`src/rtl/mfs_pkg.sv`:
```
package mfs_pkg;

  typedef enum logic [2:0] {
    PS_UVLO  = 3'd0,
    PS_WAKE  = 3'd1,
    PS_RUN   = 3'd2,
    PS_DOZE  = 3'd3,
    PS_SLEEP = 3'd4
  } pwr_state_e;

  // bits needed for a counter that runs from 0 to n-1
  function automatic int unsigned ctr_bits(input int unsigned n);
    return (n > 1) ? $clog2(n) : 1;
  endfunction

  // true on the last cycle of a window of `limit` cycles
  function automatic logic at_last(input logic [31:0] cnt, input int unsigned limit);
    return cnt == 32'(limit - 1);
  endfunction

endpackage

```
`src/rtl/mfs_oc_channel.sv`:
```
module mfs_oc_channel #(
  parameter int unsigned DEGLITCH_CYC = 700,
  parameter int unsigned RETRY_CYC    = 400000
) (
  input  logic clk,
  input  logic rst_n,
  input  logic clear,
  input  logic arm,
  input  logic oc_raw,
  output logic tripped
);
  localparam int unsigned DW = mfs_pkg::ctr_bits(DEGLITCH_CYC);
  localparam int unsigned RW = mfs_pkg::ctr_bits(RETRY_CYC);

  logic [DW-1:0] dcnt;
  logic [RW-1:0] rcnt;

  logic oc_seen;
  logic oc_confirm;
  logic retry_done;

  assign oc_seen    = arm && oc_raw && !tripped;
  assign oc_confirm = oc_seen && mfs_pkg::at_last(32'(dcnt), DEGLITCH_CYC);
  assign retry_done = tripped && mfs_pkg::at_last(32'(rcnt), RETRY_CYC);

  always_ff @(posedge clk or negedge rst_n) begin
    if (!rst_n) begin
      tripped <= 1'b0;
      dcnt    <= '0;
      rcnt    <= '0;
    end else if (clear) begin
      tripped <= 1'b0;
      dcnt    <= '0;
      rcnt    <= '0;
    end else if (tripped) begin
      dcnt <= '0;
      if (retry_done) begin
        tripped <= 1'b0;
        rcnt    <= '0;
      end else begin
        rcnt <= rcnt + 1'b1;
      end
    end else if (oc_seen) begin
      if (oc_confirm) begin
        tripped <= 1'b1;
        dcnt    <= '0;
      end else begin
        dcnt <= dcnt + 1'b1;
      end
    end else begin
      dcnt <= '0;
    end
  end

  AST_TRIP_NEEDS_FLAG: assert property (@(posedge clk) disable iff (!rst_n)
    $rose(tripped) |-> $past(oc_raw) && $past(arm));

  AST_TRIP_HOLDS: assert property (@(posedge clk) disable iff (!rst_n)
    tripped && !retry_done && !clear |=> tripped);

  AST_CLEAR_DROPS_TRIP: assert property (@(posedge clk) disable iff (!rst_n)
    clear |=> !tripped);

endmodule

```
`src/rtl/mfs_power_seq.sv`:
```
module mfs_power_seq #(
  parameter int unsigned SLEEP_CYC = 250000,
  parameter int unsigned WAKE_CYC  = 250000
) (
  input  logic clk,
  input  logic rst_n,
  input  logic uv_flag,
  input  logic sleep_n,
  output logic drive_ok,
  output logic reg_en,
  output logic logic_rst
);
  import mfs_pkg::*;

  localparam int unsigned TMAX = (SLEEP_CYC > WAKE_CYC) ? SLEEP_CYC : WAKE_CYC;
  localparam int unsigned TW   = ctr_bits(TMAX);

  pwr_state_e st, st_nxt;
  logic [TW-1:0] tcnt;

  logic wake_done;
  logic sleep_done;

  assign wake_done  = (st == PS_WAKE) && sleep_n && at_last(32'(tcnt), WAKE_CYC);
  assign sleep_done = (st == PS_DOZE) && !sleep_n && at_last(32'(tcnt), SLEEP_CYC);

  always_comb begin
    st_nxt = st;
    if (uv_flag) begin
      st_nxt = PS_UVLO;
    end else begin
      unique case (st)
        PS_UVLO:  st_nxt = sleep_n ? PS_WAKE : PS_SLEEP;
        PS_WAKE:  if (!sleep_n) st_nxt = PS_SLEEP;
                  else if (wake_done) st_nxt = PS_RUN;
        PS_RUN:   if (!sleep_n) st_nxt = PS_DOZE;
        PS_DOZE:  if (sleep_n) st_nxt = PS_RUN;
                  else if (sleep_done) st_nxt = PS_SLEEP;
        PS_SLEEP: if (sleep_n) st_nxt = PS_WAKE;
        default:  st_nxt = PS_UVLO;
      endcase
    end
  end

  always_ff @(posedge clk or negedge rst_n) begin
    if (!rst_n) begin
      st   <= PS_UVLO;
      tcnt <= '0;
    end else begin
      st <= st_nxt;
      if (st_nxt != st) tcnt <= '0;
      else if (st == PS_WAKE || st == PS_DOZE) tcnt <= tcnt + 1'b1;
      else tcnt <= '0;
    end
  end

  assign drive_ok  = (st == PS_RUN) || (st == PS_DOZE);
  assign reg_en    = (st == PS_WAKE) || drive_ok;
  assign logic_rst = (st == PS_UVLO);

  AST_UV_FORCES_RESET: assert property (@(posedge clk) disable iff (!rst_n)
    uv_flag |=> logic_rst);

  AST_SLEEP_WAITS: assert property (@(posedge clk) disable iff (!rst_n)
    $fell(drive_ok) && !logic_rst |-> $past(sleep_done));

  AST_WAKE_WAITS: assert property (@(posedge clk) disable iff (!rst_n)
    $rose(drive_ok) |-> $past(wake_done));

endmodule

```
`src/rtl/mdrv_fault_sup.sv`:
```
module mdrv_fault_sup #(
  parameter int unsigned NUM_BRIDGES  = 2,
  parameter int unsigned DEGLITCH_CYC = 700,
  parameter int unsigned RETRY_CYC    = 400000,
  parameter int unsigned SLEEP_CYC    = 250000,
  parameter int unsigned WAKE_CYC     = 250000
) (
  input  logic                   clk,
  input  logic                   rst_n,
  input  logic [NUM_BRIDGES-1:0] oc_flag,
  input  logic                   ot_flag,
  input  logic                   uv_flag,
  input  logic                   sleep_n,
  output logic [NUM_BRIDGES-1:0] bridge_en,
  output logic                   reg_en,
  output logic                   logic_rst,
  output logic                   fault_n
);
  logic                   drive_ok;
  logic                   ot_q;
  logic                   arm;
  logic [NUM_BRIDGES-1:0] oc_trip;

  mfs_power_seq #(
    .SLEEP_CYC (SLEEP_CYC),
    .WAKE_CYC  (WAKE_CYC)
  ) i_pwr (
    .clk       (clk),
    .rst_n     (rst_n),
    .uv_flag   (uv_flag),
    .sleep_n   (sleep_n),
    .drive_ok  (drive_ok),
    .reg_en    (reg_en),
    .logic_rst (logic_rst)
  );

  // overtemperature is sampled once; undervoltage wipes it
  always_ff @(posedge clk or negedge rst_n) begin
    if (!rst_n) ot_q <= 1'b0;
    else        ot_q <= ot_flag && !uv_flag;
  end

  assign arm = drive_ok && !ot_q;

  for (genvar b = 0; b < NUM_BRIDGES; b++) begin : g_bridge
    mfs_oc_channel #(
      .DEGLITCH_CYC (DEGLITCH_CYC),
      .RETRY_CYC    (RETRY_CYC)
    ) i_oc (
      .clk     (clk),
      .rst_n   (rst_n),
      .clear   (logic_rst),
      .arm     (arm),
      .oc_raw  (oc_flag[b]),
      .tripped (oc_trip[b])
    );

    assign bridge_en[b] = arm && !oc_trip[b];

    AST_TRIP_ISOLATES: assert property (@(posedge clk) disable iff (!rst_n)
      oc_trip[b] |-> !bridge_en[b] && !fault_n);
  end

  assign fault_n = !(logic_rst || ot_q || (|oc_trip));

  AST_OT_STOPS_ALL: assert property (@(posedge clk) disable iff (!rst_n)
    ot_flag |=> (bridge_en == '0) && !fault_n);

  AST_UV_QUIET: assert property (@(posedge clk) disable iff (!rst_n)
    logic_rst |-> (bridge_en == '0) && !reg_en && !fault_n);

endmodule

```
`config.mk`:
```
export PLATFORM = sky130hd
export DESIGN_NAME = mdrv_fault_sup
export DESIGN_NICKNAME = d
export VERILOG_FILES = /design/src/rtl/mfs_pkg.sv /design/src/rtl/mfs_oc_channel.sv /design/src/rtl/mfs_power_seq.sv /design/src/rtl/mdrv_fault_sup.sv
export SDC_FILE = /design/constraint.sdc
export NUM_CORES = 1
export LEC_CHECK = 0
export ABC_AREA = 1
export ABC_CLOCK_PERIOD_IN_PS = 1650
export BUFFER_PORTS_ARGS = -buffer_cell sky130_fd_sc_hd__buf_2
export CAP_MARGIN = 25
export CORE_UTILIZATION = 43
export DETAILED_ROUTE_END_ITERATION = 10
export GPL_TIMING_DRIVEN = 0
export HOLD_SLACK_MARGIN = 0.12
export SLEW_MARGIN = 10
export SYNTH_ARGS = -nofsm -noshare
export SYNTH_HDL_FRONTEND = slang
export SYNTH_SLANG_ARGS = --single-unit
```
`constraint.sdc`:
```
create_clock -name clk -period 1.65 [get_ports clk]
set_clock_uncertainty 0.2 [all_clocks]
set_input_delay 0.33 -clock clk [delete_from_list [all_inputs] [get_ports clk]]
set_output_delay 0.33 -clock clk [all_outputs]
set_load 0.05 [all_outputs]
```
==> flow_metrics.env, run 1 <==
export IMPL_avgSynthCellArea_um2=7.597
export IMPL_worst_path_max_fanout=3
export IMPL_cts_max_path_buffers=2
export IMPL_io_pins=12
export IMPL_end_kind="output pin"
export IMPL_rows=37
export IMPL_rsz0062_at_grt="yes"
export IMPL_routedWlPerCell_um=13.40
export IMPL_synth_top_cell_area_share=0.4428
export IMPL_fin_nets=703
export IMPL_wl_mm=11.15
export IMPL_timing_final_crit_share=1.257
export IMPL_netlist_top_cells_area="dfrtp_1 (44%), nand2_1 (12%), nor2_1 (9.4%)"
export IMPL_grt_usage=0.1936
export IMPL_insertedDiodeCount=0
export IMPL_critPathKind="register to output pin"
export IMPL_cts_tree="built"
export IMPL_worstPathRequired_ps=1120
export IMPL_leakage_nw=2.622
export IMPL_ys_warn_count=0
export IMPL_overflow=0
export IMPL_hold_viol=0
export IMPL_p_clk_frac=0.350
export IMPL_drive_gt1_frac=0.3448
export IMPL_dr_pass1_iters=5
export IMPL_vdd_ir_drop_max_v=0.0006277
export IMPL_syn2layout_area_growth_pct=35.85
export IMPL_comb_power_share=0.110
export IMPL_r2r_cells=8
export IMPL_outcome="complete, but fails checks"
export IMPL_htreeDepth=3
export IMPL_dp_cells=758
export IMPL_cts_sinks=82
export IMPL_clkTransAtPathRegs_ps=80
export IMPL_die_area_um2=11200
export IMPL_core_area_um2=10370
export IMPL_p_seq_frac=0.540
export IMPL_worst_pin_slew_ps=502.7
export IMPL_synth_seq_area_share=0.4428
export IMPL_ys_ff_latch=82
export IMPL_grt_pass1_vias=3902
export IMPL_slew_violations=0
export IMPL_antenna_found_initial=0
export IMPL_synth_cells=610
export IMPL_setup_violations=63
export IMPL_vias=4257
export IMPL_p_sw_frac=0.2722
export IMPL_postRouteAntennaNets=0
export IMPL_insertion_delay_ps=360
export IMPL_utilization=0.6071
export IMPL_drc=0
export IMPL_final_setup_tns_ps=-5506
export IMPL_holdPathStages=3
export IMPL_die_h_um=105.8
export IMPL_numPortBuffers=11
export IMPL_drtIter0Drc=160
export IMPL_syn_area_um2=4634
export IMPL_holdWs_ps=141.9
export IMPL_ys_types=36
export IMPL_maxCapViolations=0
export IMPL_synth_nets=622
export IMPL_p_int_mw=2.723
export IMPL_yosys_area_top_type="dfrtp_1"
export IMPL_fin_crit_ps=2075
export IMPL_cp_start_kind="register"
export IMPL_max_freq_mhz=482.0
export IMPL_hpwl_mm=7.041
export IMPL_start_util=0.4469
export IMPL_stdcell_count=832
export IMPL_grt_first_pass_wirelength_mm=17.46
export IMPL_arrival_ps=1540
export IMPL_violations="negative setup slack"
export IMPL_avgViaCountPerCell=5.117
export IMPL_fin_ws_ps=-424.7
export IMPL_grt_max_degree=47
export IMPL_p_per_area_nw_per_um2=594.2
export IMPL_gp_congestion=0.8343
export IMPL_dieWidth_um=105.8
export IMPL_cts_buffers=9
export IMPL_maxSlewHeadroom=0.6649
export IMPL_power_switching_mw=1.019
export IMPL_cts_root_buffer="clkbuf_8"
export IMPL_hold_class="input port to register"
==> layout by cell type (no fill, tap or decap), types with 4 or more instances in the layout <==
cell type,n
nor2_1,69
o21ai_0,12
nor3_2,9
nor3_4,4
a21oi_1,9
nand3b_1,5
clkbuf_8,9
nand3_2,8
inv_1,58
dfrtp_2,13
nand2_1,125
buf_6,11
o21ai_2,5
nand3_4,10
dlygate4sd3_1,5
o21ai_1,5
o21bai_1,4
nor3b_2,4
buf_2,5
nand2_2,11
nor2_2,32
inv_2,10
buf_8,8
xor2_1,17
dfrtp_1,69
nor2_4,19
nand3_1,26
nand4_1,25
xnor2_1,8
nand2_4,10
buf_4,44
nor3_1,10
==> sequential cells by signal, indices dropped and copies added (netlist names) <==
name and flops:
g_bridge.i_oc.rcnt 38, g_bridge.i_oc.dcnt 20, i_pwr.tcnt 18, i_pwr.st 3
g_bridge.i_oc.tripped 2, ot_q 1
==> cells in the mapped netlist <==
cell        n
a211oi_1    1
a21boi_0    1
a21oi_1    12
a31oi_1     2
buf_2       1
buf_4       4
buf_6       1
dfrtp_1    82
ha_1        5
inv_1      68
inv_2       4
nand2_1   146
nand2_2     1
nand3_1    39
nand3_2     2
nand3_4     2
nand3b_1    5
nand4_1    25
nor2_1    116
nor2_2      2
nor2_4      2
nor2_8      2
nor3_1     21
nor3_2      2
nor3b_2     4
o211a_1     1
o211ai_1    1
o21a_1      1
o21ai_0    21
o21ai_1     1
o21ai_2     1
o21bai_1    4
o22ai_1     2
or2_4       1
xnor2_1     8
xor2_1     19
==> routing by layer <==
| layer | track usage | wire length (µm) |
|---|---|---|
| met5 | 0 | 0 |
| met4 | 0.06647 | 182 |
| met3 | 0.03896 | 320 |
| met2 | 0.3203 | 5631 |
| met1 | 0.2522 | 5010 |
==> power by group through the flow <==
stage                     logic (mW)  registers [mW]  clock network [mW]
after floorplan                0.131            2.06                   0
after detailed placement       0.236            2.06                   0
after CTS                      0.269            2.02                1.36
after global routing           0.444            2.02                1.43
final                          0.413            2.02                1.31
after global placement         0.224            2.06                   0
==> cell type report <==
type | count | area [µm²]
tap | 136 | 170.2
sequential | 82 | 2068
multi-input combinational | 451 | 2904
clock inverter | 6 | 41.29
buffer | 5 | 63.81
clock buffer | 10 | 127.6
timing repair buffer | 70 | 638.1
inverter | 72 | 282.8
fill | 905 | 4074
==> final timing paths <==
path	from	slack [ps]	end
min	sleep_n	140	i_pwr.st[0]
max in group asynchronous	rst_n	360	g_bridge[1].i_oc.tripped
min in group asynchronous	rst_n	280	g_bridge[0].i_oc.rcnt[11]
min reg2reg	g_bridge[0].i_oc.dcnt[0]	270	g_bridge[0].i_oc.dcnt[0]
max	i_pwr.st[2]	-420	bridge_en[1]
max reg2reg	i_pwr.st[2]	-180	g_bridge[0].i_oc.dcnt[3]
==> stage by stage <==
step	power, mW	area, µm²	worst slack, ps
floorplan	2.191	4673	-84.11
global route	3.892	6296	-492.3
finish	3.741	6296	-424.7
CTS	3.643	5438	-442.2
detailed placement	2.296	4928	-352.6
global placement	2.285	4898	-833.8
==> cell families after synthesis <==
kind of cell    synth area share
simple gates              0.3653
fa+ha+maj                0.01350
xor+xnor                 0.05103
flops                     0.4428
compound gates           0.05913
buf+inv                  0.06830
==> repair_timing <==
action / 4_1_cts / 5_1_grt
setup buffers: 17 / 40
pin swaps: 10 / 45
endpoints found under the hold margin: 62 / 0
gates resized for setup: 41 / 175
hold buffers: 5 / 0
gates cloned: 1 / 2
endpoints found under the setup margin: 61 / 80
==> critical path: stages, from the launching register on <==
cell and delay, ps:
dfrtp_1 440, nor2_4 150, inv_2 40, or2_4 290, nor2_8 110, buf_8 150
(Power assumes the default switching activity.)
==> inputs of run 2 (changes only) <==
--- a/config.mk
+++ b/config.mk
@@ -5,11 +5,11 @@
 export SDC_FILE = /design/constraint.sdc
 export NUM_CORES = 1
 export LEC_CHECK = 0
-export ABC_AREA = 1
 export ABC_CLOCK_PERIOD_IN_PS = 1650
 export BUFFER_PORTS_ARGS = -buffer_cell sky130_fd_sc_hd__buf_2
 export CAP_MARGIN = 25
 export CORE_UTILIZATION = 43
+export CTS_BUF_LIST = sky130_fd_sc_hd__clkbuf_4
 export DETAILED_ROUTE_END_ITERATION = 10
 export GPL_TIMING_DRIVEN = 0
 export HOLD_SLACK_MARGIN = 0.12
==> run 2 against run 1 <==
  * The run still ends with negative setup slack left
  * Non-clock buffer count up 26
  * Critical endpoint is now fault_n
  * Critical path depth up 1
  * Synthesized area down 9.4%
  * Largest power group unchanged
  * Final area down 5.0%
  * Register-to-register slack worse by 90 ps
  * Synthesized cell count down 28%
  * Via count down 11%
  * Routed wire length down 4.1%
  * Power down 6.6%
  * Global-route usage up 2.9 points
  * First-iteration DRC count down 53%
  * Clock power down 11%
==> flow_metrics.env, run 2 <==
export IMPL_routedWlPerCell_um=15.84
export IMPL_dieWidth_um=100.8
export IMPL_overflow=0
export IMPL_hold_class="input port to async pin"
export IMPL_dr_pass1_iters=4
export IMPL_maxCapViolations=0
export IMPL_setup_violations=55
export IMPL_cts_sinks=82
export IMPL_p_seq_frac=0.579
export IMPL_synth_flop_cell="dfrtp_1"
export IMPL_worst_path_max_fanout=4
export IMPL_worstPathRequired_ps=1120
export IMPL_ys_warn_count=0
export IMPL_hpwl_mm=6.136
export IMPL_timing_final_crit_share=1.329
export IMPL_utilization=0.6412
export IMPL_end_kind="output pin"
export IMPL_clkTransAtPathRegs_ps=130
export IMPL_arrival_ps=1660
export IMPL_largest_register_ffs=38
export IMPL_core_area_um2=9328
export IMPL_final_cell_mix="dfrtp_1 (68), buf_4 (64), xor2_1 (30)"
export IMPL_rsz0062_at_grt="yes"
export IMPL_grt_util_met1=0.2831
export IMPL_p_clk_frac=0.332
export IMPL_fillers=757
export IMPL_cts_root_buffer="clkbuf_4"
export IMPL_yosysMostFrequentCell="dfrtp_1"
export IMPL_htreeDepth=3
export IMPL_syn2layout_area_growth_pct=42.47
export IMPL_rows=35
export IMPL_top_register="g_bridge.i_oc.rcnt"
export IMPL_io_pins=12
export IMPL_mostFrequentLayoutCell="dfrtp_1"
export IMPL_fin_nets=554
export IMPL_reg2reg_from="i_pwr.tcnt[11]"
export IMPL_grt_util_met3=0.05270
export IMPL_numPortBuffers=11
export IMPL_synth_edf_count=0
export IMPL_die_area_um2=10160
export IMPL_vias=3801
export IMPL_dp_cells=579
export IMPL_synth_seq_area_share=0.4888
export IMPL_r2r_cells=5
export IMPL_max_freq_mhz=456.0
export IMPL_leakage_nw=2.318
export IMPL_synth_cells=438
export IMPL_postRouteAntennaNets=0
export IMPL_synthArstFlopShare=1.000
export IMPL_synth_common_cells="dfrtp_1 (82), nor2_1 (60), xor2_1 (30)"
export IMPL_ys_types=48
export IMPL_grt_first_pass_wirelength_mm=17.61
export IMPL_ys_ff_latch=82
export IMPL_worst_pin_slew_ps=549.6
export IMPL_yosys_area_top_type="dfrtp_1"
export IMPL_p_sw_frac=0.2541
export IMPL_power_switching_mw=0.8879
export IMPL_cts_tree="built"
export IMPL_slew_violations=0
export IMPL_stdcell_count=675
export IMPL_post_place_ws_ps=-458.4
export IMPL_critPathKind="register to output pin"
export IMPL_crit_reg2reg_capture="i_pwr.tcnt[13]"
export IMPL_synth_nets=450
export IMPL_violations="negative setup slack"
export IMPL_cp_start_kind="register"
export IMPL_r2r_slack_ps=-270
export IMPL_insertedDiodeCount=0
export IMPL_fin_crit_ps=2193
export IMPL_fin_ws_ps=-542.9
export IMPL_grt_met2_usage=0.3572
export IMPL_gp_congestion=0.8047
export IMPL_synth_top_cell_area_share=0.4888
export IMPL_cts_max_path_buffers=2
export IMPL_top_regs="g_bridge.i_oc.rcnt x38, g_bridge.i_oc.dcnt x20, i_pwr.tcnt x18"
export IMPL_maxSlewHeadroom=0.6336
export IMPL_die_h_um=100.8
export IMPL_comb_power_share=0.089
export IMPL_antenna_found_initial=0
export IMPL_hold_viol=0
export IMPL_drive_gt1_frac=0.4194
export IMPL_avgSynthCellArea_um2=9.584
export IMPL_syn_area_um2=4198
export IMPL_p_int_mw=2.606
export IMPL_outcome="complete, but fails checks"
export IMPL_grt_pass1_vias=3705
export IMPL_grt_busiest_layer="met2"
export IMPL_avgViaCountPerCell=5.631
export IMPL_drtIter0Drc=75
export IMPL_cts_buffers=9
export IMPL_grt_max_degree=43
export IMPL_insertion_delay_ps=440
export IMPL_vdd_ir_drop_max_v=0.0004208
export IMPL_start_util=0.4500
export IMPL_drc=0
export IMPL_netlist_top_cells_area="dfrtp_1 (49%), xor2_1 (6.3%), nor2_1 (5.4%)"
export IMPL_p_per_area_nw_per_um2=584.3
export IMPL_grt_usage=0.2227
export IMPL_wl_mm=10.69
[run 2: changes by cell type in the layout (fill, tap and decap cells not counted), moves of 20 or more]
cell     delta
buf_4      +20
inv_1      -48
nand2_1    -98
nor2_1     -42
[run 2: metal layers]
metal,up-vias,share of wire
li1,1823,-
met1,1885,0.45
met2,64,0.49
met3,29,0.028
met4,0,0.029
met5,-,0
[run 2: worst max path at each step]
stage	start	endpoint	slack, ps	cells past startpoint
after global placement	rst_n	i_pwr.st[2]	-820	1
after detailed placement	g_bridge[1].i_oc.rcnt[10]	g_bridge[1].i_oc.rcnt[7]	-460	4
after floorplan	i_pwr.st[2]	fault_n	-270	5
final	i_pwr.st[2]	fault_n	-540	6
after global routing	g_bridge[0].i_oc.tripped	fault_n	-620	3
after CTS	i_pwr.st[1]	fault_n	-620	6
[run 2: stage by stage]
step / setup TNS [ps] / hold slack [ps] / cell area, µm² / total power [mW]
finish: -8560 / 213.1 / 5981 / 3.494
global route: -14540 / 235.6 / 5981 / 3.655
CTS: -8910 / 200.1 / 5547 / 3.535
detailed placement: -15650 / 163.3 / 4599 / 2.259
global placement: -66860 / 239.5 / 4569 / 2.249
floorplan: -6958 / -165.6 / 4353 / 2.163
[run 2: worst max-delay path: stages (launching register included)]
cell and delay, ps:
dfrtp_2 400, inv_2 60, nand2_4 100, inv_6 40, clkbuf_16 140, nor4_4 280, buf_6 210
[run 2: layout make-up]
cell class / instances / area, µm² / area share
Tap cell: 129 / 161.4 / 0.02699
Timing Repair Buffer: 95 / 822.0 / 0.1374
Clock inverter: 5 / 56.30 / 0.009414
Sequential cell: 82 / 2069 / 0.3460
Buffer: 6 / 83.83 / 0.01402
Clock buffer: 10 / 75.07 / 0.01255
Inverter: 13 / 53.80 / 0.008996
Multi-Input combinational cell: 335 / 2659 / 0.4446
[run 2: cells by family after synthesis]
group                      share of synthesized area
DFF                                           0.4888
adders and majority gates                    0.01490
xor gates and xnor gates                     0.08554
buffers and inverters                        0.02116
AOI/OAI and AO/OA                             0.1159
and+or+nand+nor                               0.2712
muxes                                       0.002385
[run 2: power by group through the flow]
stage	Clock [mW]	Sequential, mW	Combinational [mW]
floorplan	0	2.06	0.0993
global placement	0	2.07	0.183
detailed placement	0	2.07	0.193
CTS	1.22	2.02	0.295
global route	1.30	2.02	0.335
finish	1.16	2.02	0.311
[run 2: repair_timing]
item,4_1_cts,5_1_grt
gates cloned,2,2
hold buffers,6,0
setup buffers,54,25
resized for setup,92,74
endpoints found under the setup margin,77,81
endpoints found under the hold margin,108,0
pin swaps,45,41
==> inputs of run 3 (changes only) <==
--- a/config.mk
+++ b/config.mk
@@ -13,6 +13,7 @@
 export DETAILED_ROUTE_END_ITERATION = 10
 export GPL_TIMING_DRIVEN = 0
 export HOLD_SLACK_MARGIN = 0.12
+export REMOVE_ABC_BUFFERS = 1
 export SLEW_MARGIN = 10
 export SYNTH_ARGS = -nofsm -noshare
 export SYNTH_HDL_FRONTEND = slang
==> run 3 against run 2 <==
  * The flow still finishes with violations (negative setup slack)
  * Non-clock buffer count is 9 higher
  * Worst setup slack better by 97 ps
  * Sequential power hardly changed
  * Clock power is 18% higher
  * Clock-buffer cell count is 1 higher
  * Final cell count is 1.6% higher
  * Power is 6.9% higher
  * Global-route usage is 0.65 points higher
  * Core utilization is 2.5 points higher
  * Largest cell class unchanged
==> flow_metrics.env, run 3 (same netlist as run 2, synthesis figures left out) <==
export IMPL_cts_buffers=9
export IMPL_worst_path_max_fanout=3
export IMPL_slew_violations=0
export IMPL_grt_first_pass_wirelength_mm=18.33
export IMPL_io_pins=12
export IMPL_final_setup_tns_ps=-11560
export IMPL_maxCapViolations=0
export IMPL_insertedDiodeCount=0
export IMPL_cpPeakStageDelay_ps=450
export IMPL_cp_start_kind="register"
export IMPL_vdd_ir_drop_max_v=0.0004314
export IMPL_hold_viol=0
export IMPL_die_area_um2=10160
export IMPL_cts_sinks=82
export IMPL_wl_mm=11.52
export IMPL_top_regs="g_bridge.i_oc.rcnt x38, g_bridge.i_oc.dcnt x20, i_pwr.tcnt x18"
export IMPL_p_per_area_nw_per_um2=601.0
export IMPL_rows=35
export IMPL_grt_pass1_vias=3901
export IMPL_fin_ws_ps=-445.8
export IMPL_maxSlewHeadroom=0.6907
export IMPL_outcome="complete, but fails checks"
export IMPL_postRouteAntennaNets=0
export IMPL_grt_max_degree=56
export IMPL_antenna_found_initial=0
export IMPL_utilization=0.6665
export IMPL_dieWidth_um=100.8
export IMPL_post_place_ws_ps=-795.8
export IMPL_drive_gt1_frac=0.4183
export IMPL_violations="negative setup slack"
export IMPL_path_buf_inv=2
export IMPL_fin_nets=564
export IMPL_die_h_um=100.8
export IMPL_start_util=0.4500
export IMPL_worstPathRequired_ps=1120
export IMPL_hpwl_mm=5.778
export IMPL_dr_pass1_iters=4
export IMPL_rsz0062_at_grt="yes"
export IMPL_numPortBuffers=11
export IMPL_hold_class="input port to async pin"
export IMPL_htreeDepth=3
export IMPL_setup_violations=57
export IMPL_mostFrequentLayoutCell="dfrtp_1"
export IMPL_worst_pin_slew_ps=462.0
export IMPL_cts_max_path_buffers=2
export IMPL_fin_crit_ps=2096
export IMPL_holdWs_ps=123.4
export IMPL_timing_final_crit_share=1.270
export IMPL_critPathKind="register to output pin"
export IMPL_clkTransAtPathRegs_ps=130
export IMPL_insertion_delay_ps=450
export IMPL_avgViaCountPerCell=5.703
export IMPL_final_cell_mix="dfrtp_1 (69), buf_4 (59), nor2_1 (39)"
export IMPL_routedWlPerCell_um=16.79
export IMPL_grt_usage=0.2292
export IMPL_cts_root_buffer="clkbuf_4"
export IMPL_syn2layout_area_growth_pct=48.11
export IMPL_drc=0
export IMPL_vias=3912
export IMPL_end_kind="output pin"
export IMPL_power_mw=3.736
export IMPL_critical_path_cell_chain="buf_12 > nor4b_4 > buf_6"
export IMPL_leakage_nw=2.418
export IMPL_cts_tree="built"
export IMPL_gp_congestion=0.7605
export IMPL_max_freq_mhz=477.2
export IMPL_top_register="g_bridge.i_oc.rcnt"
export IMPL_cp_top_family="flip-flops"
export IMPL_crit_slowest_cell="dfrtp_2"
export IMPL_core_area_um2=9328
export IMPL_overflow=0
export IMPL_arrival_ps=1570
export IMPL_drtIter0Drc=147
export IMPL_largest_register_ffs=38
run 3: changes by cell type in the layout (fill, tap and decap cells not counted), sizes merged:
cell      change
clkinvlp      -1
clkbuf        -1
clkinv        +1
buf          +11
bufinv        +1
run 3: metrics by stage:
stage | instance area [µm²] | std cells
2_1_floorplan | 4158 | 428
3_3_place_gp | 4374 | 568
3_5_place_dp | 4404 | 569
4_1_cts | 5734 | 662
5_1_grt | 6217 | 686
6_report | 6217 | 686
run 3: final timing paths:
kind                            slack [ps]  cells past startpoint                      from                         to
worst min-delay path                   120                      2                     rst_n  g_bridge[0].i_oc.rcnt[16]
worst min register to register         260                      1  g_bridge[1].i_oc.dcnt[0]   g_bridge[1].i_oc.dcnt[0]
min in group clk                       130                      4                   sleep_n                i_pwr.st[0]
worst max register to register        -360                      8               i_pwr.st[1]  g_bridge[1].i_oc.rcnt[18]
max in group asynchronous              500                      3                     rst_n   g_bridge[1].i_oc.tripped
worst max-delay path                  -450                      3               i_pwr.st[2]               bridge_en[0]
run 3: cell type report:
class | instances | area (µm²)
clock buffers | 11 | 82.58
clock inverters | 5 | 78.83
fillers | 713 | 3110
inverters | 13 | 66.31
multi-input cells | 335 | 2685
flip-flops and latches | 82 | 2068
well taps | 129 | 161.4
repair buffers | 110 | 1059
repair inverters | 1 | 16.27
run 3: worst reg2reg max path, delay by kind of cell, from the launching register on:
family,cells,cell delay [ps]
AO/OA/AOI/OAI,2,350
flip-flops,1,440
AND/OR/NAND/NOR,3,660
buffers and inverters,3,320
run 3: power breakdown:
part | switching [mW] | internal (mW) | total (mW)
clock network | 0.721 | 0.647 | 1.37
logic | 0.199 | 0.147 | 0.346
registers | 0.00748 | 2.02 | 2.02
run 3: timing repair:
item,CTS,global route
endpoints found under the setup margin,86,84
gates cloned,3,1
pin swaps,54,49
hold endpoints to repair,108,0
setup buffers,70,27
hold buffers,6,0
gates resized for setup,128,74
run 3: metal layers:
metal  track usage  part of all wire  vias up
li1              -                 -     1848
met1        0.2775              0.42     1970
met2        0.4083              0.54       72
met3       0.03675             0.024       22
met4       0.08919             0.018        0
met5             0                 0        -
